### src/rtl/gpio_irq_pkg.sv
// Shared constants and types for the GPIO interrupt aggregator.
// Assumes byte addressing with 32-bit words and at most four banks,
// so that the status and enable windows do not overlap.
package gpio_irq_pkg;

    // Trigger mode encoding carried on pin_trig_mode.
    typedef enum logic [1:0] {
        TRIG_LEVEL = 2'd0,
        TRIG_RISE  = 2'd1,
        TRIG_NONE  = 2'd2,
        TRIG_RSVD  = 2'd3
    } trig_mode_e;

    localparam int STATUS_BASE = 'h14;
    localparam int ENABLE_BASE = 'h24;
    localparam int WORD_BYTES  = 4;

endpackage

### src/rtl/gpio_irq_edge_detect.sv
// Per-pin trigger qualification.
// Produces a one-cycle set request for each pin from its level, its trigger
// mode and its route-select field. Keeps the previous sampled level for
// rising-edge detection. Assumes pin_level is already synchronous to clk.
module gpio_irq_edge_detect
    import gpio_irq_pkg::*;
#(
    parameter int WIDTH = 128,
    parameter int SEL_W = 8
) (
    input  logic                   clk,
    input  logic                   rst_n,
    input  logic [WIDTH-1:0]       level,
    input  logic [2*WIDTH-1:0]     mode,
    input  logic [SEL_W*WIDTH-1:0] route,
    output logic [WIDTH-1:0]       set_req
);

    logic [WIDTH-1:0] prev_level;

    // Remember last cycle's level for edge comparison.
    always_ff @(posedge clk) begin
        if (!rst_n) prev_level <= '0;
        else        prev_level <= level;
    end

    for (genvar p = 0; p < WIDTH; p++) begin : g_pin
        trig_mode_e mode_e;
        logic       route_ok;
        logic       hit;

        assign mode_e   = trig_mode_e'(mode[2*p +: 2]);
        assign route_ok = |route[SEL_W*p +: SEL_W];

        // Decide whether this pin raises its status this cycle.
        always_comb begin
            unique case (mode_e)
                TRIG_LEVEL: hit = level[p];
                TRIG_RISE:  hit = level[p] & ~prev_level[p];
                default:    hit = 1'b0;
            endcase
            set_req[p] = route_ok & hit;
        end
    end

endmodule

### src/rtl/gpio_irq_bank.sv
// One bank of status and enable bits.
// Status bits are write-one-to-clear, and a simultaneous set wins over the
// clear. Enable bits are plain read/write. Assumes at most one write strobe
// per bank per cycle.
module gpio_irq_bank #(
    parameter int WIDTH = 32
) (
    input  logic             clk,
    input  logic             rst_n,
    input  logic [WIDTH-1:0] set_req,
    input  logic             clr_we,
    input  logic             en_we,
    input  logic [WIDTH-1:0] wdata,
    output logic [WIDTH-1:0] status,
    output logic [WIDTH-1:0] enable
);

    logic [WIDTH-1:0] clr_mask;

    // Bits to acknowledge this cycle.
    always_comb clr_mask = clr_we ? wdata : '0;

    // Status update: clear first, then apply new triggers so that sets win.
    always_ff @(posedge clk) begin
        if (!rst_n) status <= '0;
        else        status <= (status & ~clr_mask) | set_req;
    end

    // Enable word load.
    always_ff @(posedge clk) begin
        if (!rst_n)     enable <= '0;
        else if (en_we) enable <= wdata;
    end

endmodule

### src/rtl/gpio_irq_regbus.sv
// Register bus decode and read path.
// Turns a write strobe into per-bank status-clear and enable-load strobes,
// and returns the addressed word one cycle after a read strobe. Unmapped
// addresses read as zero. Assumes word-aligned byte addresses.
module gpio_irq_regbus
    import gpio_irq_pkg::*;
#(
    parameter int NUM_BANKS = 4,
    parameter int DATA_W    = 32,
    parameter int ADDR_W    = 8
) (
    input  logic                        clk,
    input  logic                        rst_n,
    input  logic                        bus_wr,
    input  logic                        bus_rd,
    input  logic [ADDR_W-1:0]           bus_addr,
    input  logic [NUM_BANKS*DATA_W-1:0] status_all,
    input  logic [NUM_BANKS*DATA_W-1:0] enable_all,
    output logic [NUM_BANKS-1:0]        st_we,
    output logic [NUM_BANKS-1:0]        en_we,
    output logic [DATA_W-1:0]           rdata
);

    logic [NUM_BANKS-1:0] st_hit;
    logic [NUM_BANKS-1:0] en_hit;
    logic [DATA_W-1:0]    rd_word;

    for (genvar k = 0; k < NUM_BANKS; k++) begin : g_dec
        localparam logic [ADDR_W-1:0] ST_ADDR = ADDR_W'(STATUS_BASE + WORD_BYTES * k);
        localparam logic [ADDR_W-1:0] EN_ADDR = ADDR_W'(ENABLE_BASE + WORD_BYTES * k);
        assign st_hit[k] = (bus_addr == ST_ADDR);
        assign en_hit[k] = (bus_addr == EN_ADDR);
    end

    assign st_we = st_hit & {NUM_BANKS{bus_wr}};
    assign en_we = en_hit & {NUM_BANKS{bus_wr}};

    // Select the addressed word, zero if nothing matches.
    always_comb begin
        rd_word = '0;
        for (int k = 0; k < NUM_BANKS; k++) begin
            if (st_hit[k]) rd_word = rd_word | status_all[k*DATA_W +: DATA_W];
            if (en_hit[k]) rd_word = rd_word | enable_all[k*DATA_W +: DATA_W];
        end
    end

    // Capture read data on a read strobe and hold it otherwise.
    always_ff @(posedge clk) begin
        if (!rst_n)      rdata <= '0;
        else if (bus_rd) rdata <= rd_word;
    end

endmodule

### src/rtl/gpio_irq_aggregator.sv
// Top of the GPIO interrupt aggregator.
// Qualifies pin activity into status banks, masks them with the enable
// banks and drives one registered shared interrupt line. Assumes NUM_PINS
// is a multiple of BANK_W and that there are at most four banks.
module gpio_irq_aggregator #(
    parameter int NUM_PINS = 128,
    parameter int BANK_W   = 32,
    parameter int SEL_W    = 8,
    parameter int ADDR_W   = 8
) (
    input  logic                      clk,
    input  logic                      rst_n,
    input  logic [NUM_PINS-1:0]       pin_level,
    input  logic [2*NUM_PINS-1:0]     pin_trig_mode,
    input  logic [SEL_W*NUM_PINS-1:0] pin_route_sel,
    input  logic                      bus_wr,
    input  logic                      bus_rd,
    input  logic [ADDR_W-1:0]         bus_addr,
    input  logic [BANK_W-1:0]         bus_wdata,
    output logic [BANK_W-1:0]         bus_rdata,
    output logic                      irq_out
);

    localparam int NUM_BANKS = NUM_PINS / BANK_W;

    logic [NUM_PINS-1:0]  set_req;
    logic [NUM_PINS-1:0]  status_all;
    logic [NUM_PINS-1:0]  enable_all;
    logic [NUM_BANKS-1:0] st_we;
    logic [NUM_BANKS-1:0] en_we;
    logic                 irq_q;

    gpio_irq_edge_detect #(
        .WIDTH (NUM_PINS),
        .SEL_W (SEL_W)
    ) u_detect (
        .clk     (clk),
        .rst_n   (rst_n),
        .level   (pin_level),
        .mode    (pin_trig_mode),
        .route   (pin_route_sel),
        .set_req (set_req)
    );

    for (genvar k = 0; k < NUM_BANKS; k++) begin : g_bank
        gpio_irq_bank #(
            .WIDTH (BANK_W)
        ) u_bank (
            .clk     (clk),
            .rst_n   (rst_n),
            .set_req (set_req[k*BANK_W +: BANK_W]),
            .clr_we  (st_we[k]),
            .en_we   (en_we[k]),
            .wdata   (bus_wdata),
            .status  (status_all[k*BANK_W +: BANK_W]),
            .enable  (enable_all[k*BANK_W +: BANK_W])
        );
    end

    gpio_irq_regbus #(
        .NUM_BANKS (NUM_BANKS),
        .DATA_W    (BANK_W),
        .ADDR_W    (ADDR_W)
    ) u_regbus (
        .clk        (clk),
        .rst_n      (rst_n),
        .bus_wr     (bus_wr),
        .bus_rd     (bus_rd),
        .bus_addr   (bus_addr),
        .status_all (status_all),
        .enable_all (enable_all),
        .st_we      (st_we),
        .en_we      (en_we),
        .rdata      (bus_rdata)
    );

    // Register the OR of all pending (status and enabled) bits.
    always_ff @(posedge clk) begin
        if (!rst_n) irq_q <= 1'b0;
        else        irq_q <= |(status_all & enable_all);
    end

    assign irq_out = irq_q;

endmodule

### config.mk
export PLATFORM = sky130hd
export DESIGN_NAME = gpio_irq_aggregator
export DESIGN_NICKNAME = d
export VERILOG_FILES = /design/src/rtl/gpio_irq_pkg.sv /design/src/rtl/gpio_irq_edge_detect.sv /design/src/rtl/gpio_irq_bank.sv /design/src/rtl/gpio_irq_regbus.sv /design/src/rtl/gpio_irq_aggregator.sv
export SDC_FILE = /design/constraint.sdc
export NUM_CORES = 1
export LEC_CHECK = 0
export BUFFER_PORTS_ARGS = -buffer_cell sky130_fd_sc_hd__clkbuf_2
export CORE_AREA = 2 2 582 584
export CTS_CLUSTER_DIAMETER = 40
export DETAILED_ROUTE_END_ITERATION = 7
export DIE_AREA = 0 0 584 586
export REMOVE_ABC_BUFFERS = 1
export SETUP_SLACK_MARGIN = 0.3
export SLEW_MARGIN = 25
export SYNTH_ARGS = -nofsm -noshare
export SYNTH_HDL_FRONTEND = slang
export SYNTH_SLANG_ARGS = --single-unit
### constraint.sdc
create_clock -name clk -period 6.3 [get_ports clk]
set_clock_uncertainty 0.2 [all_clocks]
set_input_delay 0 -clock clk [delete_from_list [all_inputs] [get_ports clk]]
set_output_delay 0 -clock clk [all_outputs]
set_load 0.05 [all_outputs]
Yosys cells after proc, flatten, opt, wreduce, memory -nomap -nowiden
Cells that the tools add are included.
{"block": "classes", "n_reduce_logical": 257, "n_eq_ne": 136, "n_bitwise": 406, "n_mux": 140}
{"operator": "OR reduction 8 bit", "count": 128}
{"operator": "2-to-1 mux 32 bit", "count": 12}
{"operator": "bitwise OR 32 bit", "count": 11}
{"operator": "AND 1 bit", "count": 256}
{"operator": "equality test 2 x 1 -> 1 bit (second input constant)", "count": 128}
{"operator": "zero test 2 bit", "count": 128}
{"operator": "case mux 1 bit (2 select lines)", "count": 128}
{"operator": "AND 128 bit", "count": 1}
{"operator": "AND 32 bit", "count": 4}
{"operator": "NOT 1 bit", "count": 128}
{"operator": "NOT 32 bit", "count": 4}
{"operator": "OR reduction 128 bit", "count": 1}
{"operator": "equality test 8 x 6 -> 1 bit (second input constant)", "count": 5}
{"operator": "equality test 8 x 5 -> 1 bit (second input constant)", "count": 3}
{"operator": "AND 4 bit", "count": 2}
{"block": "totals", "ff_bits": 417, "out_inout_bits": 33, "word_cells": 950}

Longest topological paths before layout
{"block": "logic_depth", "depth_word": 16, "mapped_depth": 9, "ltp_nobuf": 5}

Modules after synthesis
From an unflattened synthesis, not the netlist that was laid out.
{"block": "unflattened", "hier_cells": 2198, "hier_area_um2": 20641.0}
{"module": "gpio_irq_bank", "area_per_inst_um2": 2404.8, "cells_per_inst": 238, "n_inst": 4}
{"module": "gpio_irq_edge_detect", "area_per_inst_um2": 6964.2, "cells_per_inst": 782, "n_inst": 1}
{"module": "gpio_irq_regbus", "area_per_inst_um2": 3345.7, "cells_per_inst": 382, "n_inst": 1}
{"module": "gpio_irq_aggregator", "area_per_inst_um2": 711.9, "cells_per_inst": 82, "n_inst": 1}

Least setup slack after synthesis
Ideal clock, no wire load.
{"block": "synth_timing", "kind": "input port to flip-flop", "startpoint": "input bus_addr[7]", "endpoint": "register g_bank[3].u_bank.status[10]", "t_arrival_ps": 1849, "slack_ps": 4136, "cell_stages": 7, "cell_sequence": "or4_4 -> or4b_1 -> buf_2 -> nor3b_4 -> buf_6 -> nand2_1 -> a31o_1"}
{"block": "synth_between", "elab_chain_len": 6}
{"element": "from (decl)", "line": "gpio_irq_aggregator.sv:18", "source": "input logic [ADDR_W-1:0] bus_addr,"}
{"element": "equality test 8 x 6 -> 1 bit", "line": "gpio_irq_regbus.sv:31", "source": "assign st_hit[k] = (bus_addr == ST_ADDR);"}
{"element": "AND 4 bit", "line": "gpio_irq_regbus.sv:35", "source": "assign st_we = st_hit & {NUM_BANKS{bus_wr}};"}
{"element": "2-to-1 mux 32 bit", "line": "gpio_irq_bank.sv:21", "source": "always_comb clr_mask = clr_we ? wdata : '0;"}
{"element": "NOT 32 bit", "line": "gpio_irq_bank.sv:26", "source": "else status <= (status & ~clr_mask) | set_req;"}
{"element": "AND 32 bit", "line": "gpio_irq_bank.sv:26"}
{"element": "bitwise OR 32 bit", "line": "gpio_irq_bank.sv:26"}
{"element": "to (signal assigned)", "line": "gpio_irq_bank.sv:26"}
{"element": "to (decl)", "line": "gpio_irq_bank.sv:14", "source": "output logic [WIDTH-1:0] status,"}
No other way between the ends.
A chain may end at the register's enable or synchronous reset.

Worst setup path after layout
{"block": "layout_timing", "startpoint": "input bus_addr[4]", "endpoint": "register g_bank[0].u_bank.status[25]"}
{"block": "layout_between", "elab_chain_len": 6}
{"element": "equality test 8 x 5 -> 1 bit", "line": "gpio_irq_regbus.sv:31"}
{"element": "AND 4 bit", "line": "gpio_irq_regbus.sv:35"}
{"element": "2-to-1 mux 32 bit", "line": "gpio_irq_bank.sv:21"}
{"element": "NOT 32 bit", "line": "gpio_irq_bank.sv:26"}
{"element": "AND 32 bit", "line": "gpio_irq_bank.sv:26"}
{"element": "bitwise OR 32 bit", "line": "gpio_irq_bank.sv:26"}
{"element": "to (signal assigned)", "line": "gpio_irq_bank.sv:26"}
{"element": "to (decl)", "line": "gpio_irq_bank.sv:14"}
No other way between the ends.

==> reports/qor.csv <==
stage;metric;value;unit
status;status;finished, violations left;
status;failing checks;negative hold slack;
clock_network;Clk pin slew, worst setup/hold paths;0.06;ns
synthesis;most common cell in the netlist;nand2_1;
synthesis;Synth Register Bits;417;
layout;Layout Nets;6187;
pwr;Static Leak;18.5;nW
clock_network;CTS Hold Bufs;876;
layout;Layout area overhead;133;%
pwr;clock network power share;54.9;%
sta;Fin Setup TNS;0;ns
layout;final core utilization;13.3;%
clock_network;htree depth;3;
sta;RSZ-0062 raised after global routing;no;
clock_network;clk sinks;417;
synthesis;top cells by area, synth;dfxtp_1 43%, a21oi_1 11%, nand2_1 10%, nor4_1 8.5%, mux2i_1 5.0%;
synthesis;YS warnings;0;
clock_network;Bufs on Longest Clock Path;4;
global_route;first-pass GRT wire length;294000;microns
routing;DR pass1 iterations;6;
worst_setup_path;crit path kind;input pin to flop;
synthesis;count of cell types in the netlist;32;
worst_setup_path;CP peak stage delay;0.84;ns
synthesis;top_reg_cell synth;dfxtp_1;
layout;cell area after layout;44700;sq um
clock_network;Setup Buffers After CTS;0;
synthesis;top cells by count, synth;513 x nand2_1, 417 x dfxtp_1, 416 x a21oi_1, 260 x nor4_1, 128 x and2_1;
synthesis;sequential area share after synthesis;43.5;%
pwr;internal power;7.14;mW
routing;post-route antenna net violation count;0;
routing;# DRC;0;
worst_setup_path;r2r endpoint;g_bank[2].u_bank.status[23];
floorplanning;IO Count;1485;
layout;Final Non-Filler Cells;9315;
clock_network;Num CTS Buffers;101;
synthesis;Gate Count Post-Synth;2376;
worst_setup_path;Crit. End Element;flop;
placed_design;dpl cells;8162;
sta;Slew Limit Fails;0;
synthesis;Post-synth ARST share;0;%
synthesis;Synth top area share;43.5;%
routing;Vias/cell;3.25;
synthesis;Netlist Area Pre-Place;19200;sq um
routing;routed len/inst;25.7;microns
synthesis;Avg Synthesized Cell Area;8.08;sq um
floorplanning;Initial Util;5.72;%
sta;Final min period;4.57;ns
worst_setup_path;origin of the critical flop-to-flop path;u_detect.prev_level[87];
global_route;initial antenna violation count;219;
sta;number of setup violations in the final report;0;
sta;hold_ws;-0.0570;ns
sta;max_slew headroom;22.1;%
worst_setup_path;WP data arrival;5.05;ns
pwr;sequential power share;28.7;%
global_route;vias in the first global route;29700;
worst_setup_path;CP max stage cell;nand3_2;
clock_network;CTS tree;built;
pwr;power density over the cells;224;nW/um^2
synthesis;number of flops mapped to enable cells by yosys;0;
worst_setup_path;worst reg-to-reg path cell count;7;
synthesis;largest area contributor in the netlist;dfxtp_1;
placed_design;IO buf count;1484;
min_path;Worst Hold Class;input pin to flop;
min_path;Hold Crit Depth;5;
worst_setup_path;startpoint types;input pin;
sta;Tcrit/Tclk final;72.6;%
worst_setup_path;flop-to-flop setup slack;2.79;ns
sta;final hold viol count;3;
pwr;total power;10.0;mW
worst_setup_path;worst path cell trace;dlygate4sd3_1 > buf_2 > nor2b_4 > buf_4 > nand3_2 > nor3b_2 > buf_4 > nand2_1 > a31o_2 > dlygate4sd3_1;
floorplanning;Die Y;586;microns
layout;share of cells above drive strength 1;38.6;%
clock_network;clk_lat worst skew;0.83;ns
pwr;Sw Pwr;2.89;mW
placed_design;placed cell areas;32200;sq um
worst_setup_path;worst-path fanout max;34;
run;max cap viols;0;
floorplanning;CORE AREA;336000;sq um
routing;Via Count;30300;
sta;Worst-Margin Slew;1.16;ns
pwr;maximum VDD drop;0.000197;V
pwr;Comb pwr share;16.4;%
floorplanning;Die ar.;342000;sq um
routing;Post-Route WL;239000;microns
sta;final worst slack;1.73;ns
clock_network;PostCTS Resize Cnt;0;
global_route;All-Layer GR Usage;13.3;%
min_path;min-delay src;pin_trig_mode[165];
floorplanning;Die X;584;microns
placed_design;Final Wtd Congestion;0.949;
min_path;Hold Path Sink;g_bank[2].u_bank.status[18];
floorplanning;Std-Cell Rows;213;
layout;filler instances;38600;
global_route;largest net degree at the start of global routing;78;
clock_network;Root Driver;clkbuf_16;
placed_design;pre-CTS setup slack;2.27;ns
placed_design;placed wire-length estimate;203000;microns
routing;DRT iter0 DRCs;1981;
global_route;GR Overflow Total;0;
pwr;Sw Share;28.8;%
sta;max frequency;219;MHz
worst_setup_path;Critical Path RT;6.77;ns
-- metal layers --
| layer | global-route usage [%] | vias up | part of all wire, % |
|---|---|---|---|
| met2 | 24.3 | 1982 | 51 |
| met1 | 14.0 | 14000 | 36 |
| met4 | 7.41 | 36 | 6.1 |
| li1 | - | 13600 | - |
| met3 | 3.01 | 581 | 7.1 |
| met5 | 0 | - | 0.11 |
-- power groups by stage --
stage          clock [mW]  combinational (mW)  sequential [mW]
3_5_place_dp            0                1.20             2.92
2_1_floorplan           0               0.238             2.90
5_1_grt              5.81                1.77             2.88
4_1_cts              5.71                1.69             2.87
6_report             5.51                1.65             2.87
3_3_place_gp            0                1.18             2.92
-- worst max path at each step --
| stage | slack, ns | end | cells past startpoint | start |
|---|---|---|---|---|
| after floorplan | 1.51 | g_bank[0].u_bank.status[0] | 5 | bus_addr[4] |
| after global placement | 2.36 | g_bank[2].u_bank.status[30] | 6 | bus_addr[7] |
| after detailed placement | 2.27 | g_bank[0].u_bank.enable[0] | 6 | bus_addr[4] |
| after CTS | 1.95 | g_bank[0].u_bank.status[24] | 10 | bus_addr[4] |
| after global routing | 1.68 | g_bank[0].u_bank.status[31] | 10 | bus_addr[4] |
| final | 1.73 | g_bank[0].u_bank.status[25] | 10 | bus_addr[4] |
-- worst max-delay path: cells and delay by family --
| family | cells | cell delay (ns) |
|---|---|---|
| buffers and inverters | 5 | 2.77 |
| and+or+nand+nor | 4 | 1.96 |
| AOI/OAI and AO/OA | 1 | 0.25 |
-- state kept, by name (all words and copies together), names as in the netlist --
register / cells
g_bank.u_bank.enable: 128
g_bank.u_bank.status: 128
u_detect.prev_level: 128
u_regbus.rdata: 32
irq_out: 1
-- layout by cell type (no fill, tap or decap), types with 7 or more instances in the layout --
master         instances
and2_1               128
mux2i_1               96
a21oi_2                9
clkinv_2              11
clkinv_4               7
o22ai_1               64
a21oi_1              407
buf_4                 55
nor4_2                29
a22oi_1               56
inv_6                 13
dfxtp_1              417
nor2_1                32
clkbuf_16            101
a221oi_1              20
clkbuf_8               9
o21ai_0               32
clkinvlp_4            11
diode_2               98
nand2_1              513
nand4_1                8
a31o_2                88
a31o_1                40
a22o_1                20
clkbuf_2            1481
dlygate4sd3_1        876
clkbuf_1               7
nor4_1               229
bufinv_16             11
-- layout make-up --
type | instances | area (sq um) | area share, %
repair buffers | 2415 | 16600 | 37.2
multi-input cells | 1799 | 10500 | 23.5
flip-flops and latches | 417 | 8350 | 18.7
well taps | 4407 | 5510 | 12.3
clock buffers | 117 | 2680 | 5.99
clock inverters | 61 | 764 | 1.71
diodes | 98 | 245 | 0.549
inverters | 1 | 6.26 | 0.0140
-- kinds of logic after synthesis --
group | Yosys count | share of synthesized area (%)
buf+inv | 160 | 3.46
compound gates | 737 | 23.6
simple gates | 966 | 24.4
flops | 417 | 43.5
mux | 96 | 5.00
No activity file was read; power rests on OpenSTA's default activity.
